**src/rtl/sdes_pkg.sv**
```systemverilog
// Shared constants and types for the serial pixel deserializer.
// Assumes the fixed 12-bit character layout: start, 10 payload bits, stop.
package sdes_pkg;
    localparam int CHR_W = 12;
    localparam int PAY_W = 10;
    localparam logic [PAY_W-1:0] IDLE_CODE = 10'h000;
    localparam logic [PAY_W-1:0] MARK_CODE = 10'h3FF;

    typedef enum logic [2:0] {
        F_SEEK,  // counting idles, waiting for marker
        F_M1,    // saw first marker character
        F_M2,    // saw marker idle character
        F_VOFF,  // vertical offset characters
        F_ACT,   // active pixels of a line
        F_HBL,   // horizontal blanking
        F_END    // closing character after last pixel
    } frame_st_t;
endpackage

```
**src/rtl/sdes_align.sv**
```systemverilog
// Character aligner: hunts bit positions for a start bit (1) and stop bit (0)
// twelve bits apart. It declares lock after LOCK_CHARS consecutive framed
// characters, then emits one strobe per character with its payload.
// Assumes LOCK_CHARS >= 2 and that sdi is sampled once per clk.
module sdes_align
    import sdes_pkg::*;
#(
    parameter int LOCK_CHARS = 3
) (
    input  logic             clk,
    input  logic             rst_n,
    input  logic             sdi,
    output logic             chr_stb,
    output logic [PAY_W-1:0] chr_data,
    output logic             locked
);
    localparam int CNT_W  = $clog2(CHR_W);
    localparam int GOOD_W = $clog2(LOCK_CHARS + 1);
    localparam logic [CNT_W-1:0]  LAST_BIT  = CNT_W'(CHR_W - 1);
    localparam logic [GOOD_W-1:0] GOOD_LAST = GOOD_W'(LOCK_CHARS - 1);

    logic [CHR_W-1:0]  sr;
    logic [CHR_W-1:0]  win;
    logic [CNT_W-1:0]  cnt;
    logic [GOOD_W-1:0] good;
    logic              cand;
    logic              frame_ok;

    // Window of the last twelve bits including the current one; oldest in bit 0.
    assign win      = {sdi, sr[CHR_W-1:1]};
    assign frame_ok = win[0] & ~win[CHR_W-1];

    // Hunt, confirm and track character boundaries; emit payload strobes.
    always_ff @(posedge clk) begin
        if (!rst_n) begin
            sr       <= '0;
            cnt      <= '0;
            good     <= '0;
            cand     <= 1'b0;
            locked   <= 1'b0;
            chr_stb  <= 1'b0;
            chr_data <= '0;
        end else begin
            sr      <= win;
            chr_stb <= 1'b0;
            if (!cand) begin
                if (frame_ok) begin
                    cand <= 1'b1;
                    cnt  <= '0;
                    good <= GOOD_W'(1);
                end
            end else if (cnt != LAST_BIT) begin
                cnt <= cnt + 1'b1;
            end else begin
                cnt <= '0;
                if (frame_ok) begin
                    if (locked) begin
                        chr_stb  <= 1'b1;
                        chr_data <= win[PAY_W:1];
                    end else if (good == GOOD_LAST) begin
                        locked <= 1'b1;
                    end else begin
                        good <= good + 1'b1;
                    end
                end else begin
                    cand   <= 1'b0;
                    locked <= 1'b0;
                    good   <= '0;
                end
            end
        end
    end
endmodule

```
**src/rtl/sdes_frame.sv**
```systemverilog
// Frame rebuilder: counts idle characters, accepts the three-character marker
// after MIN_IDLE idles, then regenerates frame, line and pixel strobes from
// the geometry inputs. Acts only on character strobes; held clear while unlocked.
// Assumes cfg_width and cfg_height are at least 1 and stable during a frame.
module sdes_frame
    import sdes_pkg::*;
#(
    parameter int MIN_IDLE = 4,
    parameter int CFG_W    = 12
) (
    input  logic             clk,
    input  logic             rst_n,
    input  logic             locked,
    input  logic             chr_stb,
    input  logic [PAY_W-1:0] chr_data,
    input  logic [CFG_W-1:0] cfg_width,
    input  logic [CFG_W-1:0] cfg_height,
    input  logic [CFG_W-1:0] cfg_hblank,
    input  logic [CFG_W-1:0] cfg_voff,
    output logic [PAY_W-1:0] pix_data,
    output logic             pix_valid,
    output logic             frame_valid,
    output logic             line_valid
);
    localparam int IDL_W = $clog2(MIN_IDLE + 1);
    localparam logic [IDL_W-1:0] IDLE_SAT = IDL_W'(MIN_IDLE);

    frame_st_t        st;
    logic [IDL_W-1:0] idle_cnt;
    logic [CFG_W-1:0] pos;
    logic [CFG_W-1:0] line;
    logic             is_idle;
    logic             is_mark;

    assign is_idle = (chr_data == IDLE_CODE);
    assign is_mark = (chr_data == MARK_CODE);

    // Marker search and raster regeneration, one step per received character.
    always_ff @(posedge clk) begin
        if (!rst_n || !locked) begin
            st          <= F_SEEK;
            idle_cnt    <= '0;
            pos         <= '0;
            line        <= '0;
            pix_data    <= '0;
            pix_valid   <= 1'b0;
            frame_valid <= 1'b0;
            line_valid  <= 1'b0;
        end else begin
            pix_valid <= 1'b0;
            if (chr_stb) begin
                unique case (st)
                    F_SEEK: begin
                        if (is_idle) begin
                            if (idle_cnt != IDLE_SAT) idle_cnt <= idle_cnt + 1'b1;
                        end else begin
                            idle_cnt <= '0;
                            if (is_mark && idle_cnt == IDLE_SAT) st <= F_M1;
                        end
                    end
                    F_M1: st <= is_idle ? F_M2 : F_SEEK;
                    F_M2: begin
                        if (is_mark) begin
                            frame_valid <= 1'b1;
                            pos         <= '0;
                            line        <= '0;
                            st          <= (cfg_voff == '0) ? F_ACT : F_VOFF;
                        end else begin
                            st <= F_SEEK;
                        end
                    end
                    F_VOFF: begin
                        if (pos == cfg_voff - 1'b1) begin
                            pos <= '0;
                            st  <= F_ACT;
                        end else begin
                            pos <= pos + 1'b1;
                        end
                    end
                    F_ACT: begin
                        pix_valid  <= 1'b1;
                        pix_data   <= chr_data;
                        line_valid <= 1'b1;
                        if (pos == cfg_width - 1'b1) begin
                            pos <= '0;
                            if (line == cfg_height - 1'b1) begin
                                st <= F_END;
                            end else begin
                                line <= line + 1'b1;
                                if (cfg_hblank != '0) st <= F_HBL;
                            end
                        end else begin
                            pos <= pos + 1'b1;
                        end
                    end
                    F_HBL: begin
                        line_valid <= 1'b0;
                        if (pos == cfg_hblank - 1'b1) begin
                            pos <= '0;
                            st  <= F_ACT;
                        end else begin
                            pos <= pos + 1'b1;
                        end
                    end
                    F_END: begin
                        line_valid  <= 1'b0;
                        frame_valid <= 1'b0;
                        idle_cnt    <= is_idle ? IDL_W'(1) : '0;
                        st          <= F_SEEK;
                    end
                    default: st <= F_SEEK;
                endcase
            end
        end
    end
endmodule

```
**src/rtl/serial_pix_deser.sv**
```systemverilog
// Top of the serial pixel deserializer: aligner feeding the frame rebuilder.
// Assumes clk runs at the serial bit rate and sdi is already retimed to it.
module serial_pix_deser
    import sdes_pkg::*;
#(
    parameter int LOCK_CHARS = 3,
    parameter int MIN_IDLE   = 4,
    parameter int CFG_W      = 12
) (
    input  logic             clk,
    input  logic             rst_n,
    input  logic             sdi,
    input  logic [CFG_W-1:0] cfg_width,
    input  logic [CFG_W-1:0] cfg_height,
    input  logic [CFG_W-1:0] cfg_hblank,
    input  logic [CFG_W-1:0] cfg_voff,
    output logic [9:0]       pix_data,
    output logic             pix_valid,
    output logic             frame_valid,
    output logic             line_valid,
    output logic             locked
);
    logic             chr_stb;
    logic [PAY_W-1:0] chr_data;

    sdes_align #(.LOCK_CHARS(LOCK_CHARS)) u_align (
        .clk      (clk),
        .rst_n    (rst_n),
        .sdi      (sdi),
        .chr_stb  (chr_stb),
        .chr_data (chr_data),
        .locked   (locked)
    );

    sdes_frame #(.MIN_IDLE(MIN_IDLE), .CFG_W(CFG_W)) u_frame (
        .clk         (clk),
        .rst_n       (rst_n),
        .locked      (locked),
        .chr_stb     (chr_stb),
        .chr_data    (chr_data),
        .cfg_width   (cfg_width),
        .cfg_height  (cfg_height),
        .cfg_hblank  (cfg_hblank),
        .cfg_voff    (cfg_voff),
        .pix_data    (pix_data),
        .pix_valid   (pix_valid),
        .frame_valid (frame_valid),
        .line_valid  (line_valid)
    );
endmodule

```
**config.mk**
```make
export PLATFORM = sky130hd
export DESIGN_NAME = serial_pix_deser
export DESIGN_NICKNAME = d
export VERILOG_FILES = /design/src/rtl/sdes_pkg.sv /design/src/rtl/sdes_align.sv /design/src/rtl/sdes_frame.sv /design/src/rtl/serial_pix_deser.sv
export SDC_FILE = /design/constraint.sdc
export NUM_CORES = 1
export LEC_CHECK = 0
export ABC_AREA = 1
export BUFFER_PORTS_ARGS = -buffer_cell sky130_fd_sc_hd__buf_2
export CAP_MARGIN = 20
export CORE_MARGIN = 2
export CORE_UTILIZATION = 60
export CTS_BUF_LIST = sky130_fd_sc_hd__clkbuf_2
export CTS_CLUSTER_DIAMETER = 120
export DETAILED_ROUTE_END_ITERATION = 10
export HOLD_SLACK_MARGIN = 0.1
export PLACE_DENSITY = 0.92
export SYNTH_ARGS = -nofsm -noshare
export SYNTH_HDL_FRONTEND = slang
export SYNTH_SLANG_ARGS = --single-unit
```
**constraint.sdc**
```tcl
create_clock -name clk -period 3.4 [get_ports clk]
set_input_delay 0.51 -clock clk [delete_from_list [all_inputs] [get_ports clk]]
set_output_delay 0.51 -clock clk [all_outputs]
set_load 0.01 [all_outputs]
```
==> metrics.md <==
| Metric | Value |
|---|---|
| Setup bufs post-CTS | 0 |
| MaxCap Viol Count | 0 |
| Worst skew pair latency | 0.53 ns |
| Worst endpoint data arrival time | 3.01 ns |
| Vias in the first global route | 5140 |
| Final hold violations | 0 |
| Int Pwr | 0.00104 W |
| IO Pins | 65 |
| Routability Congestion | 0.919 |
| Synth warn | 0 |
| Post-cts resize count | 0 |
| Drt wl/cell | 11.5 um |
| DRC viols | 0 |
| Post-Syn Area per Cell | 6.07 um2 |
| DR iter-0 viols | 394 |
| Synth Register Bits | 73 |
| DRT antenna net count | 0 |
| Detailed-router iteration count before antenna repair | 5 |
| Cell Area, Placed | 5620 um2 |
| Clk pwr share | 30.3% |
| Sequential share of power | 57.1% |
| Global route overflow | 0 |
| Final Setup Violations | 0 |
| Register area share after synthesis | 27.8% |
| Class of the worst hold path | input pin to flop |
| Via density | 5.19 |
| Post-synth EDFFs | 0 |
| Setup CP Type | flop to flop |
| Dpl hpwl | 9300 um |
| Critical path peak fanout | 14 |
| Worst vdd ir | 0.291 mV |
| Max-slew headroom | 33.0% |
| Netlist cell types | 40 |
| Worst slack, placed | 0.712 ns |
| Async SR Flop Fraction | 0% |
| Final net count | 985 |
| Pin count of the biggest net entering global routing | 27 |
| DIE AREA | 9520 um2 |
| Status | finished clean |
| Routed WL | 11900 um |
| First-pass GRT wire length | 21200 um |
| Initial antenna violation count | 0 |
| Sw frac | 30.7% |
| Post-route cell area | 5720 um2 |
| Final design utilization | 66.6% |
| Max Freq | 392 MHz |
| Cell Rows | 34 |
| Syn_nets | 927 |
| Clk buf depth | 2 |
| Worst Tran Pin Value | 1.00 ns |
| Gr usage total | 26.0% |
| Comb pwr share | 12.6% |
| Critical Path Start Type | flop |
| Cts hold-fix bufs | 0 |
| Post-Synthesis Cell Area | 5250 um2 |
| Area of the core | 8590 um2 |
| RSZ-0062 raised after global routing | false |
| Via count | 5386 |
| Die height | 97.6 um |
| CTS Root Cell | clkbuf_2 |
| CTS clk-pin slew, worst paths | 0.23 ns |
| H-tree Lvls | 3 |
| CTS tree | done |
| Initial Utilization | 61.1% |
| Tmin final | 2.55 ns |
| Power per cell area | 263 nW/um2 |
| Layout overhead on the synthesized area | 8.98% |
| Required @ worst endpoint | 3.86 ns |
| P_leak | 2.63 nW |
| Final worst path period share | 75.0% |
| CP Capture Type | flop |
| Psw | 0.000463 W |
| Synth Instances | 866 |
| CTS sink cnt | 73 |
| Dominant synthesized flop cell | dfxtp_1 |
| Final WS setup | 0.851 ns |
| Layout cell share with drive strength beyond 1 | 11.6% |
| CTS Buf Count | 9 |
| Setup Skew | 0.0239 ns |
| Setup_tns | 0 ns |
| # diodes | 0 |
| Final Max Slew Viols | 0 |
| Die width | 97.6 um |
| Port Buf Inserts | 64 |
-- kinds of logic (layout without fill, tap and decap cells) --
logic type                 count (synthesis)  in the layout  share of synthesized area, %
AOI/OAI and AO/OA                         94             94                          9.93
buffers and inverters                    154            217                          11.6
adders and majority gates                 10             10                          2.38
and+or+nand+nor                          486            486                          39.9
xor gates and xnor gates                  49             49                          8.43
DFF                                       73             73                          27.8
-- per-layer routing --
layer	wire length, um	global-route usage (%)	vias up	share of wire (%)
li1	-	-	2833	-
met1	5590	33.1	2396	47
met2	5570	45.0	137	47
met3	576	5.04	20	4.8
met4	181	6.73	0	1.5
met5	0	0	-	0
-- synthesized netlist by cell type, types with 2 or more instances --
master | n | share of area [%]
clkbuf_1 | 7 | 0.50
nand3_1 | 66 | 6.3
nor2_2 | 9 | 1.1
o21ai_0 | 37 | 3.5
dfxtp_1 | 73 | 28
o21ai_1 | 3 | 0.29
a211oi_1 | 5 | 0.71
a21oi_1 | 37 | 3.5
xor2_1 | 26 | 4.3
nor2_1 | 140 | 10
nand4_1 | 8 | 0.95
nand2_2 | 2 | 0.24
nor3_1 | 17 | 1.6
inv_1 | 134 | 9.6
inv_2 | 2 | 0.14
ha_1 | 10 | 2.4
nand3_2 | 4 | 0.76
nor4_1 | 5 | 0.60
nand3b_1 | 12 | 1.7
nand2_1 | 215 | 15
nor2_4 | 2 | 0.43
o21bai_1 | 2 | 0.29
buf_2 | 7 | 0.67
buf_6 | 2 | 0.43
xnor2_1 | 22 | 3.7
o21ai_2 | 4 | 0.67
nor3b_1 | 2 | 0.29
-- cells in the final DEF (no fill, tap or decap), types with 5 or more instances in the layout --
master    count
clkbuf_2      9
nand3_1      66
buf_2        64
nand4_1       8
nor4_1        5
ha_1         10
nand2_1     215
o21ai_0      37
a211oi_1      5
nand3b_1     12
nor3_1       17
xnor2_1      22
dfxtp_1      73
a21oi_1      37
nor2_2        9
xor2_1       26
nor2_1      140
inv_1       134
-- registers in the layout (all words and copies together) (netlist names), 2 cells and up --
name              flops
u_align.sr           11
u_align.cnt           4
u_align.good          2
u_frame.idle_cnt      3
u_frame.pix_data     10
u_frame.pos          12
u_align.chr_data     10
u_frame.st            3
u_frame.line         12
-- path summary, 6_finish.rpt --
path	start	end	slack, ns	depth (start not counted)
worst max register to register	u_align.chr_data[8]	u_frame.pos[1]	0.85	7
worst min register to register	u_align.sr[11]	u_align.sr[10]	0.43	2
worst max-delay path	u_align.chr_data[8]	u_frame.pos[1]	0.85	7
worst min-delay path	sdi	u_align.sr[11]	0.17	3
-- critical path: stages, from the launching register on --
cell      delay [ns]
dfxtp_1         0.44
nand4_1         0.11
or3_1           0.41
nand2_1         0.11
o211ai_1        0.40
nor2_1          0.71
nand3_1         0.15
a21oi_1         0.15
-- cell type report --
| cell class | count | area (um2) |
|---|---|---|
| Fill cell | 787 | 2870 |
| Sequential cell | 73 | 1460 |
| Clock inverter | 7 | 60.1 |
| Clock buffer | 9 | 45.0 |
| Tap cell | 108 | 135 |
| Timing Repair Buffer | 65 | 328 |
| Multi-Input combinational cell | 639 | 3180 |
| Inverter | 136 | 510 |
-- power groups by stage --
stage	Combinational, W	Clock, W	Sequential [W]
floorplan	0.000121	0	0.000877
global placement	0.000184	0	0.000877
detailed placement	0.000188	0	0.000877
CTS	0.000189	0.000461	0.000861
global route	0.000218	0.000504	0.000862
finish	0.000190	0.000457	0.000861
-- metrics by stage --
stage          total power, W  cells  hold slack (ns)
4_1_cts               0.00151   1037            0.143
3_3_place_gp          0.00106   1021            0.412
3_5_place_dp          0.00107   1021            0.417
5_1_grt               0.00158   1037            0.126
2_1_floorplan        0.000998    866            0.404
6_report              0.00151   1037            0.167
Power figures use the tool's default switching activity.
